--- src/rtl/rf_datapath_pkg.sv ---
package rf_datapath_pkg;
  localparam int DW = 8;
  localparam int AW = 3;
  localparam int CW = 20;

  typedef enum logic [2:0] {
    ALU_NOT = 3'b000, ALU_AND = 3'b001, ALU_XOR = 3'b010, ALU_OR  = 3'b011,
    ALU_DEC = 3'b100, ALU_ADD = 3'b101, ALU_SUB = 3'b110, ALU_INC = 3'b111
  } alu_fn_e;

  typedef enum logic [2:0] {
    SH_PASS0 = 3'b000, SH_PASS1 = 3'b001, SH_RSV0 = 3'b010, SH_RSV1 = 3'b011,
    SH_SLL   = 3'b100, SH_ROL   = 3'b101, SH_SRL  = 3'b110, SH_ROR  = 3'b111
  } sh_fn_e;

  typedef struct packed {
    logic          in_sel;
    logic [AW-1:0] wr_addr;
    logic          wr_en;
    logic [AW-1:0] ra_addr;
    logic          ra_en;
    logic [AW-1:0] rb_addr;
    logic          rb_en;
    alu_fn_e       alu_fn;
    sh_fn_e        sh_fn;
    logic          out_en;
  } ctrl_t;
endpackage

--- src/rtl/rf_regfile.sv ---
module rf_regfile #(
  parameter int DW = 8,
  parameter int AW = 3
) (
  input  logic          clk,
  input  logic          rst,
  input  logic          we,
  input  logic [AW-1:0] waddr,
  input  logic [DW-1:0] wdata,
  input  logic          ra_en,
  input  logic [AW-1:0] ra_addr,
  input  logic          rb_en,
  input  logic [AW-1:0] rb_addr,
  output logic [DW-1:0] ra_data,
  output logic [DW-1:0] rb_data
);
  localparam int DEPTH = 1 << AW;
  logic [DW-1:0] regs [DEPTH];
  logic          wr_fire;

  assign wr_fire = we && !rst;

  generate
    for (genvar g = 0; g < DEPTH; g++) begin : g_word
      always_ff @(posedge clk) begin
        if (rst)                                   regs[g] <= '0;
        else if (we && waddr == AW'(g))            regs[g] <= wdata;
      end
    end
  endgenerate

  assign ra_data = ra_en ? regs[ra_addr] : '0;
  assign rb_data = rb_en ? regs[rb_addr] : '0;

  // a disabled port supplies zero
  a_r5_port_a_zero: assert property (@(posedge clk) disable iff (rst)
    !ra_en |-> ra_data == '0);
  a_r5_port_b_zero: assert property (@(posedge clk) disable iff (rst)
    !rb_en |-> rb_data == '0);
  // a written value is readable on the next cycle
  a_r6_write_visible: assert property (@(posedge clk) disable iff (rst)
    (wr_fire && ra_en && ra_addr == waddr) ##1 (ra_en && ra_addr == $past(waddr))
      |-> ra_data == $past(wdata));
  // reset clears storage
  a_r8_reset_clear: assert property (@(posedge clk)
    $past(rst) && rb_en |-> rb_data == '0);
endmodule

--- src/rtl/rf_alu.sv ---
module rf_alu
  import rf_datapath_pkg::*;
#(
  parameter int DW = 8
) (
  input  alu_fn_e       fn,
  input  logic [DW-1:0] lhs,
  input  logic [DW-1:0] rhs,
  output logic [DW-1:0] res
);
  function automatic logic [DW-1:0] alu_eval(alu_fn_e f, logic [DW-1:0] a, logic [DW-1:0] b);
    unique case (f)
      ALU_NOT: return ~a;
      ALU_AND: return a & b;
      ALU_XOR: return a ^ b;
      ALU_OR:  return a | b;
      ALU_DEC: return a - DW'(1);
      ALU_ADD: return a + b;
      ALU_SUB: return a - b;
      default: return a + DW'(1);
    endcase
  endfunction

  assign res = alu_eval(fn, lhs, rhs);

  // add followed by subtract of the same operand is consistent
  always_comb begin
    if (fn == ALU_SUB) a_r2_sub_wrap: assert (DW'(res + rhs) == lhs);
    if (fn == ALU_INC) a_r2_inc_wrap: assert (DW'(res - DW'(1)) == lhs);
  end
endmodule

--- src/rtl/rf_shifter.sv ---
module rf_shifter
  import rf_datapath_pkg::*;
#(
  parameter int DW = 8
) (
  input  sh_fn_e        fn,
  input  logic [DW-1:0] din,
  output logic [DW-1:0] dout
);
  function automatic logic [DW-1:0] sh_eval(sh_fn_e f, logic [DW-1:0] v);
    case (f)
      SH_SLL:  return {v[DW-2:0], 1'b0};
      SH_ROL:  return {v[DW-2:0], v[DW-1]};
      SH_SRL:  return {1'b0, v[DW-1:1]};
      SH_ROR:  return {v[0], v[DW-1:1]};
      default: return v;
    endcase
  endfunction

  assign dout = sh_eval(fn, din);

  // rotations keep the bit count, plain shifts zero-fill
  always_comb begin
    if (fn == SH_ROL || fn == SH_ROR) a_r3_rot_bits: assert ($countones(dout) == $countones(din));
    if (fn == SH_SLL) a_r3_sll_fill: assert (dout[0] == 1'b0);
    if (fn == SH_SRL) a_r3_srl_fill: assert (dout[DW-1] == 1'b0);
  end
endmodule

--- src/rtl/rf_datapath.sv ---
module rf_datapath
  import rf_datapath_pkg::*;
(
  input  logic          clk,
  input  logic          rst,
  input  logic [CW-1:0] ctrl_word,
  input  logic [DW-1:0] data_in,
  output logic [DW-1:0] data_out
);
  ctrl_t         cw;
  logic [DW-1:0] bus_a, bus_b, lhs, alu_res, sh_res;

  assign cw = ctrl_t'(ctrl_word);

  rf_regfile #(.DW(DW), .AW(AW)) u_rf (
    .clk(clk), .rst(rst),
    .we(cw.wr_en), .waddr(cw.wr_addr), .wdata(sh_res),
    .ra_en(cw.ra_en), .ra_addr(cw.ra_addr),
    .rb_en(cw.rb_en), .rb_addr(cw.rb_addr),
    .ra_data(bus_a), .rb_data(bus_b)
  );

  assign lhs = cw.in_sel ? data_in : bus_a;

  rf_alu #(.DW(DW)) u_alu (.fn(cw.alu_fn), .lhs(lhs), .rhs(bus_b), .res(alu_res));
  rf_shifter #(.DW(DW)) u_sh (.fn(cw.sh_fn), .din(alu_res), .dout(sh_res));

  assign data_out = cw.out_en ? sh_res : '0;

  // gated output is zero when disabled
  a_r7_out_gate: assert property (@(posedge clk) disable iff (rst)
    !ctrl_word[0] |-> data_out == '0);
  // external input selected with pass/or-zero path reaches output
  a_r4_in_sel: assert property (@(posedge clk) disable iff (rst)
    (ctrl_word[19] && !ctrl_word[7] && ctrl_word[6:4] == 3'b011 &&
     ctrl_word[3:1] == 3'b000 && ctrl_word[0]) |-> data_out == data_in);
endmodule

--- config.mk ---
export PLATFORM = sky130hd
export DESIGN_NAME = rf_datapath
export DESIGN_NICKNAME = d
export VERILOG_FILES = /design/src/rtl/rf_datapath_pkg.sv /design/src/rtl/rf_regfile.sv /design/src/rtl/rf_alu.sv /design/src/rtl/rf_shifter.sv /design/src/rtl/rf_datapath.sv
export SDC_FILE = /design/constraint.sdc
export NUM_CORES = 1
export LEC_CHECK = 0
export CAP_MARGIN = 20
export CELL_PAD_IN_SITES_DETAIL_PLACEMENT = 1
export CELL_PAD_IN_SITES_GLOBAL_PLACEMENT = 1
export CORE_MARGIN = 2
export CORE_UTILIZATION = 47
export DETAILED_ROUTE_END_ITERATION = 8
export DONT_BUFFER_PORTS = 1
export PLACE_DENSITY = 0.81
export SYNTH_ARGS = -nofsm -noshare
export SYNTH_HDL_FRONTEND = slang
export SYNTH_HIERARCHICAL = 1
export SYNTH_SLANG_ARGS = --single-unit
export TNS_END_PERCENT = 30
--- constraint.sdc ---
create_clock -name clk -period 5.55 [get_ports clk]
set_input_delay 0.8325 -clock clk [delete_from_list [all_inputs] [get_ports clk]]
set_output_delay 0.8325 -clock clk [all_outputs]
set_load 0.01 [all_outputs]
==> impl_metrics.toml <==
[final_layout]
drive_above_1_share = 0.177
reg_top3 = "u_rf/regs: 64 flops"
largest_reg_flops = 64
instances_no_fill = 576
fillers = 1134
regArea_mm2 = 0.00192
diodes = 0
area_growth_pct = 5.66
largest-register = "u_rf/regs"
finalNetCount = 487
multiInputGateArea_mm2 = 0.00289

[floorplan]
initial_core_util = 0.477
io_pins = 38
die_area_mm2 = 0.0117
rows = 38
die-height_um = 108
die_x_um = 108
fp.coreArea_mm2 = 0.0107

[grt]
grt_first_pass_wirelength_mm = 20.3
grt_usage = 0.238
grt_pass1_vias = 3654
grt_start_max_net_pins = 26
grt_antenna_before_repair = 0
overflow = 0

[sta]
rsz0062_at_grt = "false"
period_minus_slack_ps = 5250
finalHoldViolations = 0
slew_viol_final = 0
timing.final.ws_setup_ps = 303
setup_violations = 0
worstMarginPinSlew_ps = 1010
finalCritPeriodShare = 0.945
skew_ps = 8.80
slew_headroom = 0.321
fmax_ghz = 0.191
setup_tns_ps = 0

[critical_path]
arrival_ps = 4410
cp-start-kind = "primary input"
endpoint_kind = "output pin"
worstSetupPathType = "primary input to output pin"
required_ps = 4720
cp_max_fo = 16

[synth]
netlist.area_leader.share = 0.377
yosysWarningCount = 6
synth-edff-count = 64
async_flop_share = 0
synth_area_mm2 = 0.00510
avgSynthCellArea_um2 = 12.0
ys_ff_latch = 64
synthFlopType = "edfxtp_1"
synth_cell_types = 45
syn_nets = 482
synthTopCellsByArea = "edfxtp_1, mux4_2, and2_1"
synth_top_cell_by_area = "edfxtp_1"
ys_top_cells_by_count = "and2_1, edfxtp_1, nor2_1, ha_1, mux2i_1"
yosysMostFrequentCell = "and2_1"
synth_cells = 427
ys_seq_area_frac = 0.377

[clocking]
clk_path_buf_depth = 2
numCtsBuffers = 9
cts_root_buffer = "clkbuf_8"
clk_pin_slew_ps = 70
h-tree-depth = 3
clock_latency_ps = 340
cts_tree = "done"
cts_sinks = 64
cts-hold-fix-buffers = 0

[route]
first_pass_iters = 4
post_drt_via_cell_ratio = 5.89
num_vias = 3391
drc = 0
ant_nets = 0
wire_per_inst_um = 22.7
drt_iter0_drc = 202
wl_mm = 13.1

[placement]
dp.final_hpwl_mm = 10.2
port_buffers = 0
pre_cts_ws_ps = 261
post-place-cells = 561
place_congestion = 0.823

[pwr]
leakage_nw = 2.17
peakVddDrop_mv = 0.145
power_density_mw_per_mm2 = 238

[outcome]
status = "complete, no violations"

[run]
maxCapViolations = 0

[hold_path]
hold_path_class = "primary input to register"
[layer usage]
layer / track usage / vias up / wire (µm)
met5: 0 / - / 0
met4: 0.0714 / 0 / 241
met3: 0.0416 / 19 / 747
met2: 0.429 / 94 / 6820
met1: 0.291 / 1692 / 5250
li1: - / 1586 / -
[cell type report]
| type | count | area share |
|---|---|---|
| Tap cell | 140 | 0.0325 |
| Timing Repair Buffer | 16 | 0.0223 |
| Sequential cell | 64 | 0.356 |
| Inverter | 29 | 0.0202 |
| Multi-Input combinational cell | 312 | 0.536 |
| Clock inverter | 5 | 0.00905 |
| Clock buffer | 10 | 0.0237 |
[repair_timing]
action / CTS / global route
resized for setup: 0 / 2
setup buffers: 0 / 0
setup endpoints to repair: 0 / 3
[cell usage in the layout (no fill, tap or decap), types with 9 or more instances in the layout]
cell type  synthesis  layout
edfxtp_1          64      64
and2_1            72      72
buf_4              5      16
a21oi_1           21      20
nand3_1           10      10
ha_1              24      24
mux4_1            16      16
o21ai_0           10       9
mux2i_1           23      23
inv_1             19      19
clkbuf_8           0       9
nand2_1            9       9
nor2_1            40      40
mux4_2            22      22
[critical path, cell delays in order]
cell and delay (ps):
mux4_2 490, mux2i_1 190, nor2_1 110, inv_2 100
ha_1 200, xnor2_1 130, nor2_1 50, o21a_1 180
ha_1 340, nor2b_1 170, o21ai_1 100, a21oi_1 210
o21ai_1 100, mux2i_1 140, a311oi_2 270, buf_4 180
nand2b_1 60, a31oi_1 320, and2_1 240
[kinds of logic (layout without fill, tap and decap cells)]
logic type               after synthesis  after routing  synth area share
AND/OR/NAND/NOR                      155            155             0.172
XOR/XNOR                              10             10            0.0172
AO/OA/AOI/OAI                         52             52            0.0593
adder cells (fa/ha/maj)               25             25            0.0628
multiplexers                          70             70             0.253
buffers and inverters                 51             60            0.0591
flip-flops                            64             64             0.377
[stage by stage]
stage / total power (W) / hold WS [ps] / cell area (µm²) / util
6_report: 0.00128 / 851 / 5390 / 0.504
2_1_floorplan: 0.000835 / 1170 / 5100 / -
3_3_place_gp: 0.000899 / 1200 / 5200 / 0.486
3_5_place_dp: 0.000917 / 1200 / 5210 / 0.487
4_1_cts: 0.00129 / 833 / 5380 / 0.503
5_1_grt: 0.00134 / 838 / 5390 / 0.504
[path summary, 6_finish.rpt]
check | cells past startpoint | slack (ps) | end | startpoint
setup / recovery | 19 | 300 | data_out[7] | ctrl_word[9]
hold / removal | 2 | 850 | u_rf/regs[0][4] | ctrl_word[16]
setup reg to reg | 20 | 1260 | u_rf/regs[0][7] | u_rf/regs[6][1]
hold reg to reg | 11 | 1890 | u_rf/regs[2][0] | u_rf/regs[3][0]
[where the power goes]
part / internal (W) / leakage, nW / total [W] / switching, W
Combinational: 0.000157 / 1.41 / 0.000338 / 0.000182
Sequential: 0.000557 / 0.666 / 0.000570 / 0.0000129
Clock: 0.000201 / 0.0933 / 0.000373 / 0.000172
(Power assumes the default switching activity.)
